<file path="src/rtl/irqd_pkg.sv">
`timescale 1ns/1ps
package irqd_pkg;
  localparam int PS_W     = 8;
  localparam int LVL_W    = 4;
  localparam int EXCM_BIT = 4;
  localparam int UM_BIT   = 5;
  localparam int CAUSE_W  = 6;

  typedef enum logic [1:0] {
    K_HIGH   = 2'd0,
    K_USER   = 2'd1,
    K_KERNEL = 2'd2,
    K_DOUBLE = 2'd3
  } take_kind_e;
endpackage

</file>
<file path="src/rtl/irqd_gate.sv">
`timescale 1ns/1ps
module irqd_gate
  import irqd_pkg::*;
#(
  parameter int NUM_LEVELS = 6,
  parameter int IRQ_W      = 8
) (
  input  logic [LVL_W-1:0]            pend_lvl_i,
  input  logic [LVL_W-1:0]            cur_il_i,
  input  logic                        excm_i,
  input  logic                        um_i,
  input  logic [NUM_LEVELS*IRQ_W-1:0] lvl_mask_i,
  input  logic [IRQ_W-1:0]            int_set_i,
  input  logic [IRQ_W-1:0]            int_en_i,
  output logic                        take_o,
  output take_kind_e                  kind_o
);
  logic [IRQ_W-1:0] sel_mask;
  logic             in_range;
  logic             above;

  always_comb begin
    sel_mask = '0;
    for (int l = 1; l <= NUM_LEVELS; l++) begin
      if (pend_lvl_i == LVL_W'(l)) sel_mask = lvl_mask_i[(l-1)*IRQ_W +: IRQ_W];
    end
  end

  assign in_range = (pend_lvl_i != '0) && (int'(pend_lvl_i) <= NUM_LEVELS);
  assign above    = pend_lvl_i > cur_il_i;
  assign take_o   = above && in_range && (|(sel_mask & int_set_i & int_en_i));

  always_comb begin
    if (pend_lvl_i >= LVL_W'(2)) kind_o = K_HIGH;
    else if (excm_i)             kind_o = K_DOUBLE;
    else if (um_i)               kind_o = K_USER;
    else                         kind_o = K_KERNEL;
  end
endmodule

</file>
<file path="src/rtl/irqd_vecsel.sv">
`timescale 1ns/1ps
module irqd_vecsel
  import irqd_pkg::*;
#(
  parameter int              AW          = 32,
  parameter bit              RELOC_EN    = 1'b1,
  parameter logic [AW-1:0]   DEF_VECBASE = 32'h4000_0000,
  parameter logic [AW-1:0]   KERNEL_OFS  = 32'h0000_0300,
  parameter logic [AW-1:0]   USER_OFS    = 32'h0000_0340,
  parameter logic [AW-1:0]   DOUBLE_OFS  = 32'h0000_03C0,
  parameter logic [AW-1:0]   LVL_OFS0    = 32'h0000_0180,
  parameter logic [AW-1:0]   LVL_STRIDE  = 32'h0000_0040
) (
  input  take_kind_e       kind_i,
  input  logic [LVL_W-1:0] lvl_i,
  input  logic [AW-1:0]    vb_i,
  output logic [AW-1:0]    vec_o
);
  logic [AW-1:0] lvl_idx;
  logic [AW-1:0] ofs;
  logic [AW-1:0] dflt;

  always_comb begin
    lvl_idx = AW'(lvl_i) - AW'(2);
    case (kind_i)
      K_HIGH:   ofs = LVL_OFS0 + lvl_idx * LVL_STRIDE;
      K_USER:   ofs = USER_OFS;
      K_KERNEL: ofs = KERNEL_OFS;
      default:  ofs = DOUBLE_OFS;
    endcase
    dflt = DEF_VECBASE + ofs;
  end

  generate
    if (RELOC_EN) begin : g_reloc
      assign vec_o = dflt - DEF_VECBASE + vb_i;
    end else begin : g_fixed
      assign vec_o = dflt;
    end
  endgenerate
endmodule

</file>
<file path="src/rtl/irqd_regs.sv">
`timescale 1ns/1ps
module irqd_regs
  import irqd_pkg::*;
#(
  parameter int            NUM_LEVELS  = 6,
  parameter int            AW          = 32,
  parameter bit            HAS_DEPC    = 1'b1,
  parameter bit            HAS_INT     = 1'b1,
  parameter logic [AW-1:0] DEF_VECBASE = 32'h4000_0000,
  parameter logic [AW-1:0] RESET_VEC   = 32'h5000_0000,
  parameter logic [CAUSE_W-1:0] L1_CAUSE = 6'd4
) (
  input  logic                         clk,
  input  logic                         rst_n,
  input  logic                         eval_i,
  input  logic                         take_i,
  input  take_kind_e                   kind_i,
  input  logic [LVL_W-1:0]             lvl_i,
  input  logic [AW-1:0]                vec_i,
  input  logic [AW-1:0]                pc_i,
  input  logic                         stat_we_i,
  input  logic [PS_W-1:0]              stat_wd_i,
  input  logic                         vb_we_i,
  input  logic [AW-1:0]                vb_wd_i,
  output logic [PS_W-1:0]              ps_o,
  output logic [NUM_LEVELS*AW-1:0]     epc_o,
  output logic [(NUM_LEVELS-1)*PS_W-1:0] eps_o,
  output logic [AW-1:0]                depc_o,
  output logic [CAUSE_W-1:0]           cause_o,
  output logic [AW-1:0]                pc_o,
  output logic [AW-1:0]                vb_o,
  output logic                         taken_o
);
  localparam logic [PS_W-1:0] PS_RST = HAS_INT ? 8'h1F : 8'h10;

  logic [PS_W-1:0]    ps_q;
  logic [AW-1:0]      epc_q [1:NUM_LEVELS];
  logic [PS_W-1:0]    eps_q [2:NUM_LEVELS];
  logic [AW-1:0]      depc_q;
  logic [CAUSE_W-1:0] cause_q;
  logic [AW-1:0]      pc_q;
  logic [AW-1:0]      vb_q;
  logic               taken_q;

  always_ff @(posedge clk) begin
    if (!rst_n) begin
      ps_q    <= PS_RST;
      depc_q  <= '0;
      cause_q <= '0;
      pc_q    <= RESET_VEC;
      vb_q    <= DEF_VECBASE;
      taken_q <= 1'b0;
      for (int l = 1; l <= NUM_LEVELS; l++) epc_q[l] <= '0;
      for (int l = 2; l <= NUM_LEVELS; l++) eps_q[l] <= '0;
    end else begin
      taken_q <= 1'b0;
      if (vb_we_i)   vb_q <= vb_wd_i;
      if (stat_we_i) ps_q <= stat_wd_i;
      if (eval_i) begin
        if (take_i) begin
          taken_q <= 1'b1;
          pc_q    <= vec_i;
          if (kind_i == K_HIGH) begin
            for (int l = 2; l <= NUM_LEVELS; l++) begin
              if (lvl_i == LVL_W'(l)) begin
                epc_q[l] <= pc_i;
                eps_q[l] <= ps_q;
              end
            end
            ps_q <= {ps_q[PS_W-1:EXCM_BIT+1], 1'b1, lvl_i};
          end else begin
            cause_q <= L1_CAUSE;
            ps_q    <= ps_q | (PS_W'(1) << EXCM_BIT);
            if (kind_i == K_DOUBLE && HAS_DEPC) depc_q   <= pc_i;
            else                                epc_q[1] <= pc_i;
          end
        end else begin
          pc_q <= pc_i;
        end
      end
    end
  end

  generate
    for (genvar l = 1; l <= NUM_LEVELS; l++) begin : g_epc
      assign epc_o[(l-1)*AW +: AW] = epc_q[l];
    end
    for (genvar l = 2; l <= NUM_LEVELS; l++) begin : g_eps
      assign eps_o[(l-2)*PS_W +: PS_W] = eps_q[l];
    end
  endgenerate

  assign ps_o    = ps_q;
  assign depc_o  = depc_q;
  assign cause_o = cause_q;
  assign pc_o    = pc_q;
  assign vb_o    = vb_q;
  assign taken_o = taken_q;

  AST_HI_STATUS: assert property (@(posedge clk) disable iff (!rst_n)
    (eval_i && take_i && kind_i == K_HIGH) |=>
      (ps_q[LVL_W-1:0] == $past(lvl_i) && ps_q[EXCM_BIT]));
  AST_L1_CAUSE: assert property (@(posedge clk) disable iff (!rst_n)
    (eval_i && take_i && kind_i != K_HIGH) |=> (cause_q == L1_CAUSE));
  AST_TAKEN_EXCM: assert property (@(posedge clk) disable iff (!rst_n)
    taken_q |-> ps_q[EXCM_BIT]);
  AST_QUIET_HOLD: assert property (@(posedge clk) disable iff (!rst_n)
    (!eval_i && !stat_we_i) |=> ($stable(ps_q) && $stable(cause_q)));
  AST_DOUBLE_KEEP: assert property (@(posedge clk) disable iff (!rst_n)
    (eval_i && take_i && kind_i == K_DOUBLE && !stat_we_i) |=> $stable(ps_q));
endmodule

</file>
<file path="src/rtl/irq_dispatch.sv">
`timescale 1ns/1ps
module irq_dispatch
  import irqd_pkg::*;
#(
  parameter int            NUM_LEVELS  = 6,
  parameter int            IRQ_W       = 8,
  parameter int            AW          = 32,
  parameter bit            HAS_DEPC    = 1'b1,
  parameter bit            HAS_INT     = 1'b1,
  parameter bit            RELOC_EN    = 1'b1,
  parameter logic [AW-1:0] DEF_VECBASE = 32'h4000_0000,
  parameter logic [AW-1:0] RESET_VEC   = 32'h5000_0000,
  parameter logic [AW-1:0] KERNEL_OFS  = 32'h0000_0300,
  parameter logic [AW-1:0] USER_OFS    = 32'h0000_0340,
  parameter logic [AW-1:0] DOUBLE_OFS  = 32'h0000_03C0,
  parameter logic [AW-1:0] LVL_OFS0    = 32'h0000_0180,
  parameter logic [AW-1:0] LVL_STRIDE  = 32'h0000_0040,
  parameter logic [5:0]    L1_CAUSE    = 6'd4
) (
  input  logic                            clk,
  input  logic                            rst_n,
  input  logic                            eval_i,
  input  logic [3:0]                      pend_lvl_i,
  input  logic [NUM_LEVELS*IRQ_W-1:0]     lvl_mask_i,
  input  logic [IRQ_W-1:0]                int_set_i,
  input  logic [IRQ_W-1:0]                int_en_i,
  input  logic [AW-1:0]                   pc_i,
  input  logic                            stat_we_i,
  input  logic [7:0]                      stat_wd_i,
  input  logic                            vb_we_i,
  input  logic [AW-1:0]                   vb_wd_i,
  output logic [7:0]                      ps_o,
  output logic [NUM_LEVELS*AW-1:0]        epc_o,
  output logic [(NUM_LEVELS-1)*8-1:0]     eps_o,
  output logic [AW-1:0]                   depc_o,
  output logic [5:0]                      cause_o,
  output logic [AW-1:0]                   pc_o,
  output logic [AW-1:0]                   vb_o,
  output logic                            taken_o
);
  logic          take;
  take_kind_e    kind;
  logic [AW-1:0] vec;

  irqd_gate #(.NUM_LEVELS(NUM_LEVELS), .IRQ_W(IRQ_W)) u_gate (
    .pend_lvl_i (pend_lvl_i),
    .cur_il_i   (ps_o[LVL_W-1:0]),
    .excm_i     (ps_o[EXCM_BIT]),
    .um_i       (ps_o[UM_BIT]),
    .lvl_mask_i (lvl_mask_i),
    .int_set_i  (int_set_i),
    .int_en_i   (int_en_i),
    .take_o     (take),
    .kind_o     (kind)
  );

  irqd_vecsel #(
    .AW(AW), .RELOC_EN(RELOC_EN), .DEF_VECBASE(DEF_VECBASE),
    .KERNEL_OFS(KERNEL_OFS), .USER_OFS(USER_OFS), .DOUBLE_OFS(DOUBLE_OFS),
    .LVL_OFS0(LVL_OFS0), .LVL_STRIDE(LVL_STRIDE)
  ) u_vecsel (
    .kind_i (kind),
    .lvl_i  (pend_lvl_i),
    .vb_i   (vb_o),
    .vec_o  (vec)
  );

  irqd_regs #(
    .NUM_LEVELS(NUM_LEVELS), .AW(AW), .HAS_DEPC(HAS_DEPC), .HAS_INT(HAS_INT),
    .DEF_VECBASE(DEF_VECBASE), .RESET_VEC(RESET_VEC), .L1_CAUSE(L1_CAUSE)
  ) u_regs (
    .clk       (clk),
    .rst_n     (rst_n),
    .eval_i    (eval_i),
    .take_i    (take),
    .kind_i    (kind),
    .lvl_i     (pend_lvl_i),
    .vec_i     (vec),
    .pc_i      (pc_i),
    .stat_we_i (stat_we_i),
    .stat_wd_i (stat_wd_i),
    .vb_we_i   (vb_we_i),
    .vb_wd_i   (vb_wd_i),
    .ps_o      (ps_o),
    .epc_o     (epc_o),
    .eps_o     (eps_o),
    .depc_o    (depc_o),
    .cause_o   (cause_o),
    .pc_o      (pc_o),
    .vb_o      (vb_o),
    .taken_o   (taken_o)
  );

  AST_NOT_ABOVE: assert property (@(posedge clk) disable iff (!rst_n)
    (eval_i && pend_lvl_i <= ps_o[LVL_W-1:0]) |=> !taken_o);
  AST_OUT_OF_RANGE: assert property (@(posedge clk) disable iff (!rst_n)
    (eval_i && int'(pend_lvl_i) > NUM_LEVELS) |=> !taken_o);
  AST_NO_REQ_NO_PULSE: assert property (@(posedge clk) disable iff (!rst_n)
    !eval_i |=> !taken_o);
endmodule

</file>
<file path="config.mk">
export PLATFORM = sky130hd
export DESIGN_NAME = irq_dispatch
export DESIGN_NICKNAME = d
export VERILOG_FILES = /design/src/rtl/irqd_pkg.sv /design/src/rtl/irqd_gate.sv /design/src/rtl/irqd_vecsel.sv /design/src/rtl/irqd_regs.sv /design/src/rtl/irq_dispatch.sv
export SDC_FILE = /design/constraint.sdc
export NUM_CORES = 1
export LEC_CHECK = 0
export CORE_MARGIN = 1.5
export CORE_UTILIZATION = 42
export CTS_CLUSTER_SIZE = 10
export DETAILED_ROUTE_END_ITERATION = 12
export PLACE_DENSITY = 0.78
export SLEW_MARGIN = 10
export SYNTH_ARGS = -nofsm -noshare
export SYNTH_HDL_FRONTEND = slang
export SYNTH_SLANG_ARGS = --single-unit
</file>
<file path="constraint.sdc">
create_clock -name clk -period 5.23 [get_ports clk]
set_input_delay 0.7845 -clock clk [delete_from_list [all_inputs] [get_ports clk]]
set_output_delay 0.7845 -clock clk [all_outputs]
set_load 0.02 [all_outputs]
</file>
==> summary.md <==
| Metric | Value |
|---|---|
| Status | finished, final reports clean |
| Overflow after GRT | 0 |
| Fin nets | 1,971 |
| CTS clk-pin slew, worst paths | 60 ps |
| Final worst-path cycle share | 0.911 |
| Area share of the largest cell type after synthesis | 0.470 |
| Postcts setup bufs | 0 |
| Place WS | ~6.0 ps |
| Placed instance count | between 2,000 and 2,500 |
| Core Region | ~35,000 um2 |
| Critical path's top delay family | simple AND/OR/NAND/NOR gates |
| Layout cell share with drive strength beyond 1 | 0.0667 |
| Root Driver | clkbuf_16 |
| Worst Path Arrival | ~5200 ps |
| Placed Area | just over 20,000 um2 |
| Port bufs | about 480 |
| CP Launch Type | input pin |
| Sequential cell area fraction in the yosys report | 0.613 |
| Hold buffer count at cts | 0 |
| Drt via density | 5.44 |
| Critical path class | input pin to register |
| Largest family of logic cells by synthesized area | simple AND/OR/NAND/NOR gates |
| CP cell instances | clkdlybuf4s50_1 -> inv_1 -> ha_1 -> ha_1 -> nand2_1 -> nor2_1 -> inv_1 -> ha_1 -> buf_4 -> nand2b_1 -> nor2_1 -> ha_1 -> a21oi_1 -> nor4b_1 -> o31a_1 -> o21ai_1 -> buf_4 -> or4_1 -> a31o_2 -> a21oi_1 |
| Clock Latency Late Sink | approximately 520 ps |
| Initial antenna violation count | 1 |
| Post-synthesis adder-cell area fraction | 0.0359 |
| RSZ-0062 raised after global routing | false |
| Finished Cell Area | roughly 21,000 um2 |
| DRT Wirelength | approximately 52,000 um |
| WP buf/inv | 5 |
| CTS tree | built |
| Synthesized area per cell | ~11 um2 |
| Crit path largest cell delay | between 500 and 600 ps |
| Setup WS post-layout | roughly 460 ps |
| DR vias | 12,300 |
| Yosys reg bits | about 340 |
| Final Hold Vio Count | 0 |
| FILL cells | ~2,700 |
| Vias in the first global route | between 10,000 and 15,000 |
| Worst-margin pin slew | around 1000 ps |
| Most common cell after layout, fill and taps aside | clkdlybuf4s50_1 |
| CP Max Fanout | 7 |
| First-pass GRT wire length | 74,700 um |
| Max Clock Freq | roughly 210 MHz |
| Largest area contributor in the synthesized netlist | edfxtp_1 |
| Tmin final | around 4800 ps |
| Cells after synthesis | about 1,300 |
| Syn Std Cell Area | between 10,000 and 15,000 um2 |
| Die X | between 150 and 200 um |
| Area contributors post-synth | edfxtp_1, dfxtp_1, nor2_1, mux2i_1, ha_1 |
| All-layer global routing usage | 0.277 |
| Clk buf depth | 3 |
| Die Y | 191 um |
| Post-Layout Cell Count | roughly 2,300 |
| Total Die Area | between 30,000 and 40,000 um2 |
| Simple-gate portion of the synthesized area | 0.150 |
| Largest net degree at the start of global routing | 69 |
| Clk sinks | about 340 |
| Commonest non-fill, non-tap cells in the layout | clkdlybuf4s50_1, nor2_1, edfxtp_1, dfxtp_1, mux2i_1 |
| Final setup viols | 0 |
| XOR/XNOR Fraction of Synth Area | 0.0124 |
| P per Cell Area | around 300 nW/um2 |
| Asr flop ratio synth | 0 |
| Residual DRC count | 0 |
| # IOs | around 500 |
| Setup TNS Final | 0 ps |
| Post-DR wirelength/cell | roughly 23 um |
| Leak | between 8 and 9 nW |
| Iter 0 DRT Violations | slightly above 1,000 |
| Post-DP HPWL | between 30,000 and 40,000 um |
| Predominant post-synthesis flop cell | edfxtp_1 |
| H-tree lvl count | 2 |
| Critical path endpoint category | register |
| RePlAce Congestion | ~0.95 |
| Peak supply drop | 238 uV |
| Required time of the critical path | around 5700 ps |
| Final Max Tran Viols | 0 |
| Skew final | 16.8 ps |
| Distinct cells, synth | slightly above 70 |
| Max-cap violations | 0 |
| Warnings from Yosys | 0 |
| P&R area growth vs syn | 44.0% |
| CTS resizes | 0 |
| Hold Slack | ~460 ps |
| TritonCTS Buffers | 40 |
| Slowest-stage cell, CP | nor4b_1 |
| Number of flops mapped to enable cells by yosys | between 200 and 250 |
| Post-synthesis mux area share | 0.0637 |
| Compound-gate portion of the synthesized area | 0.0907 |
| DRT Pass-1 Iters | 6 |
| Rows | 68 |
| Initial core utilization | 0.428 |
| Headroom to the max-slew limit | 0.303 |
| CP most frequent cell | ha_1 |
| Hold WC Path Type | register to register |
| Post-route ant nets | 0 |
==> synth_stat cells, drive strengths merged (3+ instances only) <==
library cell  count
nor2            303
edfxtp          232
dfxtp           106
mux2i            91
nand2            80
a21oi            54
buf              44
ha               41
o21ai            39
and2             37
clkbuf           36
inv              24
nand3            16
nor3             16
and3             12
xor2             12
a22oi            10
a31oi            10
o2111ai          10
xnor2             9
nand2b            8
o22ai             8
a211oi            6
a21o              6
nor2b             6
o22a              6
o211ai            5
o21bai            5
a32oi             4
o21a              4
or4               4
a21bo             3
a31o              3
mux2              3
nand4             3
nor3b             3
nor4              3
nor4b             3
or2               3
or3               3
==> kinds of logic after synthesis <==
kind of cell / count (synthesis)
XOR/XNOR: 21
AND/OR/NAND/NOR: 504
AO/OA/AOI/OAI: 195
other: 1
multiplexers: 94
buffers and inverters: 105
adder cells (fa/ha/maj): 42
flip-flops: 338
==> registers in the layout, indices dropped and copies added (netlist names) <==
register,cells
u_regs.cause_o,1
u_regs.eps_q,40
u_regs.epc_q,192
u_regs.depc_o,32
u_regs.vb_o,32
u_regs.taken_o,1
u_regs.ps_o,8
u_regs.pc_o,32
==> worst paths after layout <==
kind              slack, ps  cells after the start         endpoint           start
hold / removal          460                      2   u_regs.pc_o[7]  u_regs.pc_o[7]
hold reg to reg         460                      2   u_regs.pc_o[7]  u_regs.pc_o[7]
setup / recovery        460                     20  u_regs.pc_o[24]   pend_lvl_i[1]
setup reg to reg       1180                     16  u_regs.pc_o[24]  u_regs.ps_o[5]
==> per-stage QoR <==
| step | power, W | utilization |
|---|---|---|
| CTS | 0.00645 | 0.617 |
| finish | 0.00642 | 0.617 |
| detailed placement | 0.00398 | 0.584 |
| global placement | 0.00397 | 0.584 |
| global route | 0.00661 | 0.617 |
| floorplan | 0.00349 | - |
==> area by class of cell <==
| cell class | instances | area (um2) | share of cell area |
|---|---|---|---|
| multi-input cells | 861 | 5310 | 0.249 |
| repair buffers | 518 | 5140 | 0.241 |
| well taps | 455 | 569 | 0.0267 |
| clock inverters | 4 | 36.3 | 0.00170 |
| diodes | 1 | 2.50 | 0.000117 |
| inverters | 25 | 95.1 | 0.00445 |
| clock buffers | 67 | 1110 | 0.0521 |
| flip-flops and latches | 338 | 9090 | 0.426 |
==> power breakdown <==
group | leakage (nW) | switching (W) | internal, W
logic | 4.56 | 0.000520 | 0.000402
clock network | 0.551 | 0.00104 | 0.00145
registers | 3.29 | 0.0000578 | 0.00295
==> metal layers <==
| layer | vias to the layer above | routed length [um] | GRT usage |
|---|---|---|---|
| met5 | - | 12 | 0 |
| met4 | 2 | 2570 | 0.131 |
| met3 | 142 | 4260 | 0.0455 |
| met2 | 760 | 25200 | 0.471 |
| met1 | 5841 | 20000 | 0.343 |
| li1 | 5594 | - | - |
==> worst min-delay path, stage by stage, from the launching register on <==
cell and delay, ps:
dfxtp_1 320, nand2_1 40, o21ai_0 60
Note: power is estimated with default switching activity, not from simulation.
